===== config.mk =====
export PLATFORM = sky130hd
export DESIGN_NAME = dbg_pwr_gate
export DESIGN_NICKNAME = d
export VERILOG_FILES = /design/src/rtl/dbg_gate_pkg.sv /design/src/rtl/dbg_gate_arb.sv /design/src/rtl/dbg_gate_pwr.sv /design/src/rtl/dbg_gate_regs.sv /design/src/rtl/dbg_pwr_gate.sv
export SDC_FILE = /design/constraint.sdc
export NUM_CORES = 1
export LEC_CHECK = 0
export ABC_CLOCK_PERIOD_IN_PS = 3400
export CELL_PAD_IN_SITES_DETAIL_PLACEMENT = 0
export CELL_PAD_IN_SITES_GLOBAL_PLACEMENT = 1
export CORE_ASPECT_RATIO = 1.5
export CORE_MARGIN = 2
export CORE_UTILIZATION = 48
export CTS_BUF_LIST = sky130_fd_sc_hd__clkbuf_8 sky130_fd_sc_hd__clkbuf_16
export DETAILED_ROUTE_END_ITERATION = 10
export GPL_TIMING_DRIVEN = 0
export PLACE_DENSITY_LB_ADDON = 0.1
export SYNTH_ARGS = -nofsm -noshare
export SYNTH_HDL_FRONTEND = slang
export SYNTH_SLANG_ARGS = --single-unit

===== constraint.sdc =====
create_clock -name clk -period 3.4 [get_ports clk]
set_input_delay 0.34 -clock clk [delete_from_list [all_inputs] [get_ports clk]]
set_output_delay 0.34 -clock clk [all_outputs]
set_load 0.02 [all_outputs]

===== src/rtl/dbg_gate_pkg.sv =====
package dbg_gate_pkg;
    localparam int NPORT  = 3;
    localparam int P_EXT  = 0;
    localparam int P_MEM  = 1;
    localparam int P_CP   = 2;
    localparam int OFF_STATUS = 0;
    localparam int OFF_SWLOCK = 1;
    localparam int OFF_OSLOCK = 2;
endpackage


===== src/rtl/dbg_gate_arb.sv =====
module dbg_gate_arb #(
    parameter int NP = 3,
    localparam int IW = (NP > 1) ? $clog2(NP) : 1
) (
    input  logic [NP-1:0] valid,
    input  logic [NP-1:0] blocked,
    output logic [NP-1:0] grant,
    output logic [IW-1:0] gidx
);
    logic [NP-1:0] elig;
    assign elig = valid & ~blocked;

    for (genvar i = 0; i < NP; i++) begin : g_pri
        if (i == 0) begin : g_top
            assign grant[i] = elig[i];
        end else begin : g_low
            assign grant[i] = elig[i] & ~(|elig[i-1:0]);
        end
    end

    always_comb begin
        gidx = '0;
        for (int i = NP - 1; i >= 0; i--) begin
            if (elig[i]) gidx = IW'(i);
        end
    end
endmodule


===== src/rtl/dbg_gate_pwr.sv =====
module dbg_gate_pwr (
    input  logic clk,
    input  logic rst_n,
    input  logic pwr_good,
    input  logic clr_rd,
    output logic sticky_q
);
    typedef struct packed {
        logic sticky;
    } pst_t;

    pst_t st_d, st_q;

    always_comb begin
        st_d = st_q;
        if (!pwr_good)
            st_d.sticky = 1'b1;
        else if (clr_rd)
            st_d.sticky = 1'b0;
    end

    always_ff @(posedge clk or negedge rst_n) begin
        if (!rst_n) st_q <= '0;
        else        st_q <= st_d;
    end

    assign sticky_q = st_q.sticky;

    // a cycle without power always leaves the flag set
    a_r3_sticky_set: assert property (@(posedge clk) disable iff (!rst_n)
        !pwr_good |=> sticky_q);
    // a flag that is set survives while no clearing read is taken
    a_r4_sticky_holds: assert property (@(posedge clk) disable iff (!rst_n)
        (sticky_q && !clr_rd) |=> sticky_q);
endmodule


===== src/rtl/dbg_gate_regs.sv =====
module dbg_gate_regs #(
    parameter int AW = 4,
    parameter int DW = 32,
    localparam int IXW   = AW - 1,
    localparam int NCORE = 1 << IXW
) (
    input  logic          clk,
    input  logic          rst_n,
    input  logic          acc,
    input  logic          we,
    input  logic [AW-1:0] addr,
    input  logic [DW-1:0] wdata,
    input  logic          sw_port,
    input  logic          sw_en,
    input  logic          pwr_good,
    input  logic          sticky,
    output logic [DW-1:0] rdata,
    output logic          err
);
    import dbg_gate_pkg::*;

    typedef struct packed {
        logic                      swlock;
        logic                      oslock;
        logic [NCORE-1:0][DW-1:0]  core;
    } rst_t;

    rst_t st_d, st_q;
    logic           is_core, core_bad, wr_ok;
    logic [IXW-1:0] idx;

    always_comb begin
        is_core  = addr[AW-1];
        idx      = addr[IXW-1:0];
        core_bad = !pwr_good || sticky;
        wr_ok    = acc && we && !(sw_port && !sw_en);
        err      = acc && is_core && core_bad;

        rdata = '0;
        if (is_core) begin
            if (!core_bad) rdata = st_q.core[idx];
        end else begin
            case (int'(idx))
                OFF_STATUS: rdata = DW'({sticky, pwr_good});
                OFF_SWLOCK: rdata = DW'(st_q.swlock);
                OFF_OSLOCK: rdata = DW'(st_q.oslock);
                default:    rdata = '0;
            endcase
        end

        st_d = st_q;
        if (wr_ok && !is_core) begin
            if (int'(idx) == OFF_SWLOCK) st_d.swlock = wdata[0];
            if (int'(idx) == OFF_OSLOCK) st_d.oslock = wdata[0];
        end
        if (wr_ok && is_core && !core_bad) st_d.core[idx] = wdata;
        if (!pwr_good) st_d.core = '0;
    end

    always_ff @(posedge clk or negedge rst_n) begin
        if (!rst_n) st_q <= '0;
        else        st_q <= st_d;
    end

    // locks change only through an accepted debug-domain write
    a_r9_locks_hold: assert property (@(posedge clk) disable iff (!rst_n)
        !(acc && we && !is_core) |=> ($stable(st_q.swlock) && $stable(st_q.oslock)));
    // blocked software write leaves locks untouched
    a_r10_sw_block: assert property (@(posedge clk) disable iff (!rst_n)
        (acc && we && sw_port && !sw_en) |=> ($stable(st_q.swlock) && $stable(st_q.oslock)));
    // core contents lost while unpowered
    a_r11_core_lost: assert property (@(posedge clk) disable iff (!rst_n)
        !pwr_good |=> (st_q.core == '0));
endmodule


===== src/rtl/dbg_pwr_gate.sv =====
module dbg_pwr_gate #(
    parameter int AW = 4,
    parameter int DW = 32
) (
    input  logic            clk,
    input  logic            rst_n,
    input  logic            pwr_good,
    input  logic            sw_en,
    input  logic [2:0]      req_valid,
    input  logic [2:0]      req_we,
    input  logic [3*AW-1:0] req_addr,
    input  logic [3*DW-1:0] req_wdata,
    output logic [2:0]      req_ready,
    output logic [2:0]      rsp_valid,
    output logic [DW-1:0]   rsp_rdata,
    output logic            rsp_err
);
    import dbg_gate_pkg::*;

    localparam int IW = $clog2(NPORT);

    typedef struct packed {
        logic [NPORT-1:0] vld;
        logic [DW-1:0]    data;
        logic             err;
    } rsp_t;

    rsp_t           rs_d, rs_q;
    logic [NPORT-1:0] blocked, grant;
    logic [IW-1:0]  gidx;
    logic           acc, sel_we, sw_port, clr_rd, sticky, r_err;
    logic [AW-1:0]  sel_addr;
    logic [DW-1:0]  sel_wdata, r_data;

    always_comb begin
        blocked       = '0;
        blocked[P_CP] = !pwr_good;
    end

    dbg_gate_arb #(.NP(NPORT)) u_arb (
        .valid(req_valid), .blocked(blocked), .grant(grant), .gidx(gidx)
    );

    always_comb begin
        acc       = |grant;
        sel_we    = req_we[gidx];
        sel_addr  = req_addr[gidx*AW +: AW];
        sel_wdata = req_wdata[gidx*DW +: DW];
        sw_port   = (int'(gidx) != P_EXT);
        clr_rd    = acc && !sel_we && !sel_addr[AW-1] && (sel_addr[AW-2:0] == '0);
    end

    dbg_gate_pwr u_pwr (
        .clk(clk), .rst_n(rst_n), .pwr_good(pwr_good), .clr_rd(clr_rd), .sticky_q(sticky)
    );

    dbg_gate_regs #(.AW(AW), .DW(DW)) u_regs (
        .clk(clk), .rst_n(rst_n), .acc(acc), .we(sel_we), .addr(sel_addr),
        .wdata(sel_wdata), .sw_port(sw_port), .sw_en(sw_en), .pwr_good(pwr_good),
        .sticky(sticky), .rdata(r_data), .err(r_err)
    );

    always_comb begin
        rs_d.vld  = grant;
        rs_d.data = acc ? r_data : '0;
        rs_d.err  = r_err;
    end

    always_ff @(posedge clk or negedge rst_n) begin
        if (!rst_n) rs_q <= '0;
        else        rs_q <= rs_d;
    end

    assign req_ready = grant;
    assign rsp_valid = rs_q.vld;
    assign rsp_rdata = rs_q.data;
    assign rsp_err   = rs_q.err;

    // a single grant per cycle
    a_r1_one_grant: assert property (@(posedge clk) disable iff (!rst_n)
        $onehot0(req_ready));
    // external port never waits while it requests
    a_r1_ext_first: assert property (@(posedge clk) disable iff (!rst_n)
        req_valid[P_EXT] |-> req_ready[P_EXT]);
    // one response in the cycle after acceptance
    a_r2_rsp_next: assert property (@(posedge clk) disable iff (!rst_n)
        (|req_ready) |=> ($countones(rsp_valid) == 1));
    // core access while unpowered or flagged errors
    a_r6_core_err: assert property (@(posedge clk) disable iff (!rst_n)
        ((|req_ready) && sel_addr[AW-1] && (!pwr_good || sticky)) |=> rsp_err);
    // coprocessor port held off while unpowered
    a_r7_cp_off: assert property (@(posedge clk) disable iff (!rst_n)
        !pwr_good |-> !req_ready[P_CP]);
    // debug-domain accesses never error
    a_r8_dbg_ok: assert property (@(posedge clk) disable iff (!rst_n)
        ((|req_ready) && !sel_addr[AW-1]) |=> !rsp_err);
endmodule


# Word-level counts from Yosys, hierarchy flattened
# Index checks and enable logic that the tools add are counted.
# op_classes
muxes	18
shift	2
n_bitwise	6
n_reduce_logical	25
n_lt_le_gt_ge	3
n_eq_ne	6
# op_table
operator	n
256-bit 2-to-1 mux	2
256-bit bitwise mux	1
32-bit 2-to-1 mux	5
32-bit binary-select mux with 3-bit select	1
32-bit demux with 3-bit select	1
96-bit by 8-bit indexed part select with 32-bit output	1
1-bit logical AND	12
12-bit by 5-bit indexed part select with 4-bit output	1
3-bit by 2-bit equality test with 1-bit output (second input constant)	2
1-bit zero test	6
2-bit 2-to-1 mux	3
2-bit case mux with 3 select lines	1
3-bit by 4-bit less-than comparator with 1-bit output (second input constant)	1
2-bit by 1-bit inequality test with 1-bit output (second input constant)	2
2-bit AND reduction	2
3-bit AND	1
3-bit by 1-bit equality test with 1-bit output (second input constant)	1
3-bit equality test (second input constant)	1
3-bit by 1-bit greater-or-equal comparator with 1-bit output (second input constant)	1
3-bit zero test	1
2-bit by 3-bit less-than comparator with 1-bit output (second input constant)	1
1-bit 2-to-1 mux	3
3-bit NOT	1
3-bit OR reduction	1
6 further kinds	8
# totals
output_inout_bits	39
regBits	295
wordCells	74
input_bits	118

# Logic depth before layout (Yosys ltp)
# Gate-level depths: netlist of the first run.
# depth
ltp_word	14
ltp_mapped	11
mapped_depth_nobuf	7

# Modules after synthesis
# Synthesis of the first run repeated with hierarchy kept, for this count alone.
# hier_totals
hier_cells	1473
hier_area_um2	14655.3
# modules_own_cells
mod	instances	area_each_um2	seq_area_each_um2	cells_each
dbg_gate_regs	1	12614.6	6456.2	1261
dbg_pwr_gate	1	1959.4	900.9	203
dbg_gate_arb	1	43.8	0.0	6
dbg_gate_pwr	1	37.5	25.0	3

# Worst setup path before layout of the first run
# No wires, ideal clock.
# synth_path
path_type	input to register
startpoint	input port req_valid[0]
endpoint	register rs_q (netlist bit rsp_rdata[10])
setup_ns	0.121
path_buffers	2
t_required_ns	3.279
stages	7
slack_ns	1.245
arrival_ns	2.034
cell_sequence	nand2b_4 -> buf_4 -> mux2i_1 -> a21oi_2 -> clkbuf_1 -> mux4_2 -> a22o_1
# synth_lines
element	line	rtl
from (decl)	dbg_pwr_gate.sv:9	input logic [2:0] req_valid,
to (signal assigned)	dbg_pwr_gate.sv:71	else rs_q <= rs_d;
to (decl)	dbg_pwr_gate.sv:28	rsp_t rs_d, rs_q;

==> flow_summary.toml, run 1 <==
[outcome]
status = "finished, final reports clean"

[clock_network]
tritoncts = "built"
root_buffer = "clkbuf_16"
post_cts_buffers = 0
cts_buffer_depth = 3
cts_hold_buffers = 1
cts_buffers = 29
clk_latency_ns = 0.56
cts.repair.resized = 0
clock-sinks = 295
clk_pin_slew_ns = 0.06
h-tree-depth = 1

[synthesis]
synth_nets = 1353
ys_ff_latch = 295
synth_cell_types = 52
synth_flop_cell = "dfrtp_1"
ys_seq_area_share_pct = 54.6
synth_area_sq_um = 13500
synth_edf_count = 0
syn_inst = 1235
yosys_warnings = 0
avgSynthCellArea_sq_um = 10.9
async_reset_ff_share_pct = 100

[timing]
whs_ns = 0.329
slew_headroom_pct = 30.0
tns_ns = 0
setup_viol = 0
post-route-period-util_pct = 96.4
worst_pin_slew_ns = 1.05
final-hold-violation-count = 0
clock_skew_ns = 0.0100
drv_slew = 0
timing.final.ws_setup_ns = 0.124
fin_crit_ns = 3.28
timing.fmax_mhz = 305
rsz0062_at_grt = "no"

[layout]
diodes = 0
syn2layout_area_growth_pct = 21.6
finalNonFillerCells = 1788
finalInstanceArea_sq_um = 16400
mostFrequentLayoutCell = "dfrtp_1"
nets = 1543
drive_above_1_share_pct = 11.8
fillers = 2459
final_cell_mix = "dfrtp_1, nand3_1, o21ai_1"
fin_util_pct = 58.9

[placed_design]
placed_area_sq_um = 15600
io_buffers = 156
place_congestion = 0.877
placed_cells = 1739
hpwlAfterDp_microns = 32100
place_ws_ns = -0.355

[grt]
track_usage_pct = 32.6
grt_max_degree = 124
grt_pass1_wl_microns = 72100
grt_overflow = 0
antenna_found_initial = 0
grt_pass1_vias = 11700

[setup_path]
reg2reg_depth = 8
end_kind = "register"
reg2reg_to = "u_regs.st_q[228]"
cp_max_fo = 10
r2r_slack_ns = 0.37
reg2reg_from = "u_pwr.sticky_q"
start_kind = "primary input"
cp.arrival_ns = 3.68
critical_path_required_ns = 3.81
crit_type = "primary input to register"

[route]
wirelength_microns = 47200
dr_wl_met3_microns = 2860
drc_errors = 0
vias = 11400
wl_met1_microns = 18000
routedWlPerCell_microns = 26.4
drt_first_pass_iters = 5
met2_length_microns = 24000
viasPerCell = 6.40
drt_iter0_drc = 1016
routed.top_layer = "met4"
antenna_left = 0

[power_and_ir_drop]
p_per_area_nw_per_um2 = 442
irDropWorstVdd_mv = 0.324
power_mw = 7.27
p_leak_nw = 6.99

[floorplanning]
initial_core_util_pct = 48.5
rows = 75
fp.coreArea_sq_um = 27900
chipHeight_microns = 209
die_x_microns = 141
die_area_sq_um = 29500
ios = 157

[hold_path]
hold_path.class = "primary input to asynchronous set/reset pin"

[flow_run]
maxCapViolCount = 0
area by class of cell:
cell class	count	area, sq um	area share [%]
timing repair buffer	159	1630	9.93
multi-input combinational	810	5510	33.5
clock inverter	14	56.3	0.343
inverter	8	30.0	0.183
sequential	295	7380	44.9
buffer	122	592	3.60
tap	346	433	2.64
clock buffer	34	795	4.84
per-layer routing:
| metal | up-vias | GRT usage, % |
|---|---|---|
| met5 | - | 0 |
| met4 | 0 | 15.6 |
| met3 | 143 | 3.76 |
| met2 | 534 | 55.5 |
| met1 | 5799 | 41.8 |
| li1 | 4962 | - |
cells by family (layout without fill, tap and decap cells):
family	Yosys count	in the layout	synth area share (%)
compound gates	344	344	15.0
mux	71	71	11.0
buf+inv	130	337	4.60
flops	295	295	54.6
simple gates	395	395	14.8
state kept, by name, summed over array words and instances, names as in the netlist:
register / cells
rsp_valid: 3
rsp_rdata: 32
u_regs.st_q: 258
u_pwr.sticky_q: 1
rsp_err: 1
cell usage after synthesis (6+ instances only):
library cell / number / share of area, %
buf_1: 17 / 0.47
mux2i_1: 6 / 0.44
a21oi_1: 8 / 0.30
dfrtp_1: 295 / 55
o211ai_1: 32 / 1.8
buf_2: 22 / 0.82
clkbuf_1: 57 / 1.6
nand2_1: 76 / 2.1
o21ai_1: 169 / 6.3
nand3_1: 283 / 10
inv_1: 6 / 0.17
a22o_1: 30 / 1.9
mux4_2: 61 / 10
o21ai_0: 79 / 2.9
nor2_1: 10 / 0.28
buf_4: 22 / 1.2
where the power goes:
| group | internal, mW | switching (mW) |
|---|---|---|
| Clock | 1.63 | 1.34 |
| Combinational | 0.278 | 0.474 |
| Sequential | 3.53 | 0.00907 |
| Total | 5.44 | 1.83 |
how the worst max path moves through the flow:
stage / end / cells after the start / slack, ns / from
floorplan: rsp_rdata[10] / 7 / 1.25 / req_valid[0]
global placement: u_regs.st_q[104] / 1 / -10.73 / rst_n
detailed placement: u_regs.st_q[228] / 11 / -0.35 / req_valid[0]
CTS: u_regs.st_q[228] / 11 / 0.22 / req_valid[0]
global route: u_regs.st_q[227] / 11 / 0.03 / req_valid[0]
finish: u_regs.st_q[228] / 11 / 0.12 / req_valid[0]
critical path, stage by stage:
cell             delay (ns)
clkdlybuf4s50_1        0.57
nand4bb_1              0.27
buf_4                  0.19
inv_2                  0.22
a211oi_2               0.13
nor3_1                 0.77
nand3_1                0.40
buf_4                  0.33
buf_2                  0.24
nand3_1                0.12
o21ai_0                0.09
(Power assumes the default switching activity.)
==> run 2, diff against run 1 <==
--- a/config.mk
+++ b/config.mk
@@ -5,12 +5,12 @@
 export SDC_FILE = /design/constraint.sdc
 export NUM_CORES = 1
 export LEC_CHECK = 0
-export ABC_CLOCK_PERIOD_IN_PS = 3400
+export ABC_CLOCK_PERIOD_IN_PS = 3500
 export CELL_PAD_IN_SITES_DETAIL_PLACEMENT = 0
 export CELL_PAD_IN_SITES_GLOBAL_PLACEMENT = 1
 export CORE_ASPECT_RATIO = 1.5
 export CORE_MARGIN = 2
-export CORE_UTILIZATION = 48
+export CORE_UTILIZATION = 45
 export CTS_BUF_LIST = sky130_fd_sc_hd__clkbuf_8 sky130_fd_sc_hd__clkbuf_16
 export DETAILED_ROUTE_END_ITERATION = 10
 export GPL_TIMING_DRIVEN = 0
==> constraint.sdc (replaced) <==
create_clock -name clk -period 3.5 [get_ports clk]
set_input_delay 0.35 -clock clk [delete_from_list [all_inputs] [get_ports clk]]
set_output_delay 0.35 -clock clk [all_outputs]
set_load 0.02 [all_outputs]
==> flow_summary.toml, run 2 (synthesis gave the netlist of run 1 again) <==
[outcome]
status = "finished, final reports clean"

[clock_network]
cts_buffer_depth = 3
cts.repair.resized = 0
cts_buffers = 29
clk_pin_slew_ns = 0.07
clk_latency_ns = 0.55
tritoncts = "built"
post_cts_buffers = 0
cts_hold_buffers = 1
clock-sinks = 295
root_buffer = "clkbuf_16"
h-tree-depth = 1

[flow_run]
maxCapViolCount = 0

[grt]
grt_overflow = 0
grt_pass1_vias = 11700
track_usage_pct = 30.7
grt_max_degree = 113
grtUsageMet2_pct = 53.8
antenna_found_initial = 0
grtUsageMet3_pct = 4.53
met1_usage_pct = 39.0
busiest_layer = "met2"
grt_pass1_wl_microns = 73000

[power_and_ir_drop]
p_leak_nw = 7.03
p_int_mw = 5.56
power_mw = 7.38
p_per_area_nw_per_um2 = 444
seqPwrFrac_pct = 46.6
irDropWorstVdd_mv = 0.293
switching_power_mw = 1.82
p_sw_share_pct = 24.6
clkPwrFrac_pct = 43.5
p_comb_share_pct = 9.9

[hold_path]
hold_path.class = "primary input to asynchronous set/reset pin"

[placed_design]
placed_area_sq_um = 15600
place_ws_ns = -0.342
place_congestion = 0.882
placed_cells = 1788
io_buffers = 156
hpwlAfterDp_microns = 32800

[route]
routedWlPerCell_microns = 25.8
antenna_left = 0
drt_iter0_drc = 811
wirelength_microns = 47500
drc_errors = 0
viasPerCell = 6.14
drt_first_pass_iters = 5
vias = 11300

[timing]
worst_pin_slew_ns = 1.08
slew_headroom_pct = 27.8
post-route-period-util_pct = 95.2
tns_ns = 0
timing.final.ws_setup_ns = 0.169
final-hold-violation-count = 0
rsz0062_at_grt = "no"
clock_skew_ns = 0.00840
whs_ns = 0.352
setup_viol = 0
drv_slew = 0
fin_crit_ns = 3.33
timing.fmax_mhz = 300

[layout]
drive_above_1_share_pct = 12.4
regArea_sq_um = 7380
nets = 1543
diodes = 0
fin_util_pct = 56.4
mostFrequentLayoutCell = "dfrtp_1"
final_cell_mix = "dfrtp_1, nand3_1, o21ai_1"
syn2layout_area_growth_pct = 23.0
finalInstanceArea_sq_um = 16600
largest_reg_flops = 258
fillers = 2687
top_register = "u_regs.st_q"
finalNonFillerCells = 1842
multi_input_area_sq_um = 5510

[setup_path]
reg2reg_from = "u_pwr.sticky_q"
crit_type = "primary input to register"
critPathLaunch = "req_valid[0]"
critical_path_required_ns = 3.89
start_kind = "primary input"
cp_max_fo = 10
r2r_slack_ns = 0.40
critPathCapture = "u_regs.st_q[228]"
reg2reg_depth = 8
cp.arrival_ns = 3.72
end_kind = "register"
reg2reg_to = "u_regs.st_q[228]"

[floorplanning]
chipHeight_microns = 216
die_x_microns = 145
rows = 77
ios = 157
die_area_sq_um = 31500
fp.coreArea_sq_um = 29500
initial_core_util_pct = 45.8
-- run 2: worst min path at each step --
stage | start | end | slack (ns) | cells past startpoint
6_report | rst_n | rsp_valid[1] | 0.35 | 2
3_5_place_dp | rst_n | u_regs.st_q[152] | 0.38 | 1
4_1_cts | rst_n | rsp_valid[1] | 0.39 | 2
3_3_place_gp | u_regs.st_q[256] | u_regs.st_q[256] | 0.48 | 1
5_1_grt | rst_n | rsp_valid[1] | 0.42 | 2
2_1_floorplan | rst_n | rsp_err | 0.05 | 0
-- run 2: layer usage --
metal  part of all wire (%)  vias up  routed length, microns
li1                       -     4958                       -
met1                     39     5834                   18700
met2                     52      431                   24600
met3                    5.7       84                    2720
met4                    3.1        0                    1470
met5                      0        -                       0
-- run 2: critical path, cell delays in order --
cell	delay, ns
clkdlybuf4s50_1	0.56
nand4bb_1	0.26
buf_4	0.19
inv_2	0.23
a211oi_2	0.13
nor3_1	0.75
nand3_1	0.45
buf_4	0.34
buf_2	0.25
nand3_1	0.11
o21ai_0	0.09
-- run 2: layout make-up --
| cell class | count | share of cell area (%) |
|---|---|---|
| plain buffers | 122 | 3.56 |
| clock buffers | 39 | 5.20 |
| clock inverters | 14 | 0.708 |
| inverters | 8 | 0.181 |
| multi-input cells | 810 | 33.1 |
| flip-flops and latches | 295 | 44.4 |
| well taps | 395 | 2.97 |
| repair buffers | 159 | 9.82 |
-- run 2: power groups by stage --
stage,Combinational [mW],Clock [mW],Sequential (mW)
after detailed placement,0.733,0,3.50
final,0.731,3.21,3.44
after floorplan,0.333,0,3.50
after global routing,0.788,3.38,3.43
after global placement,0.722,0,3.50
after CTS,0.736,3.25,3.44
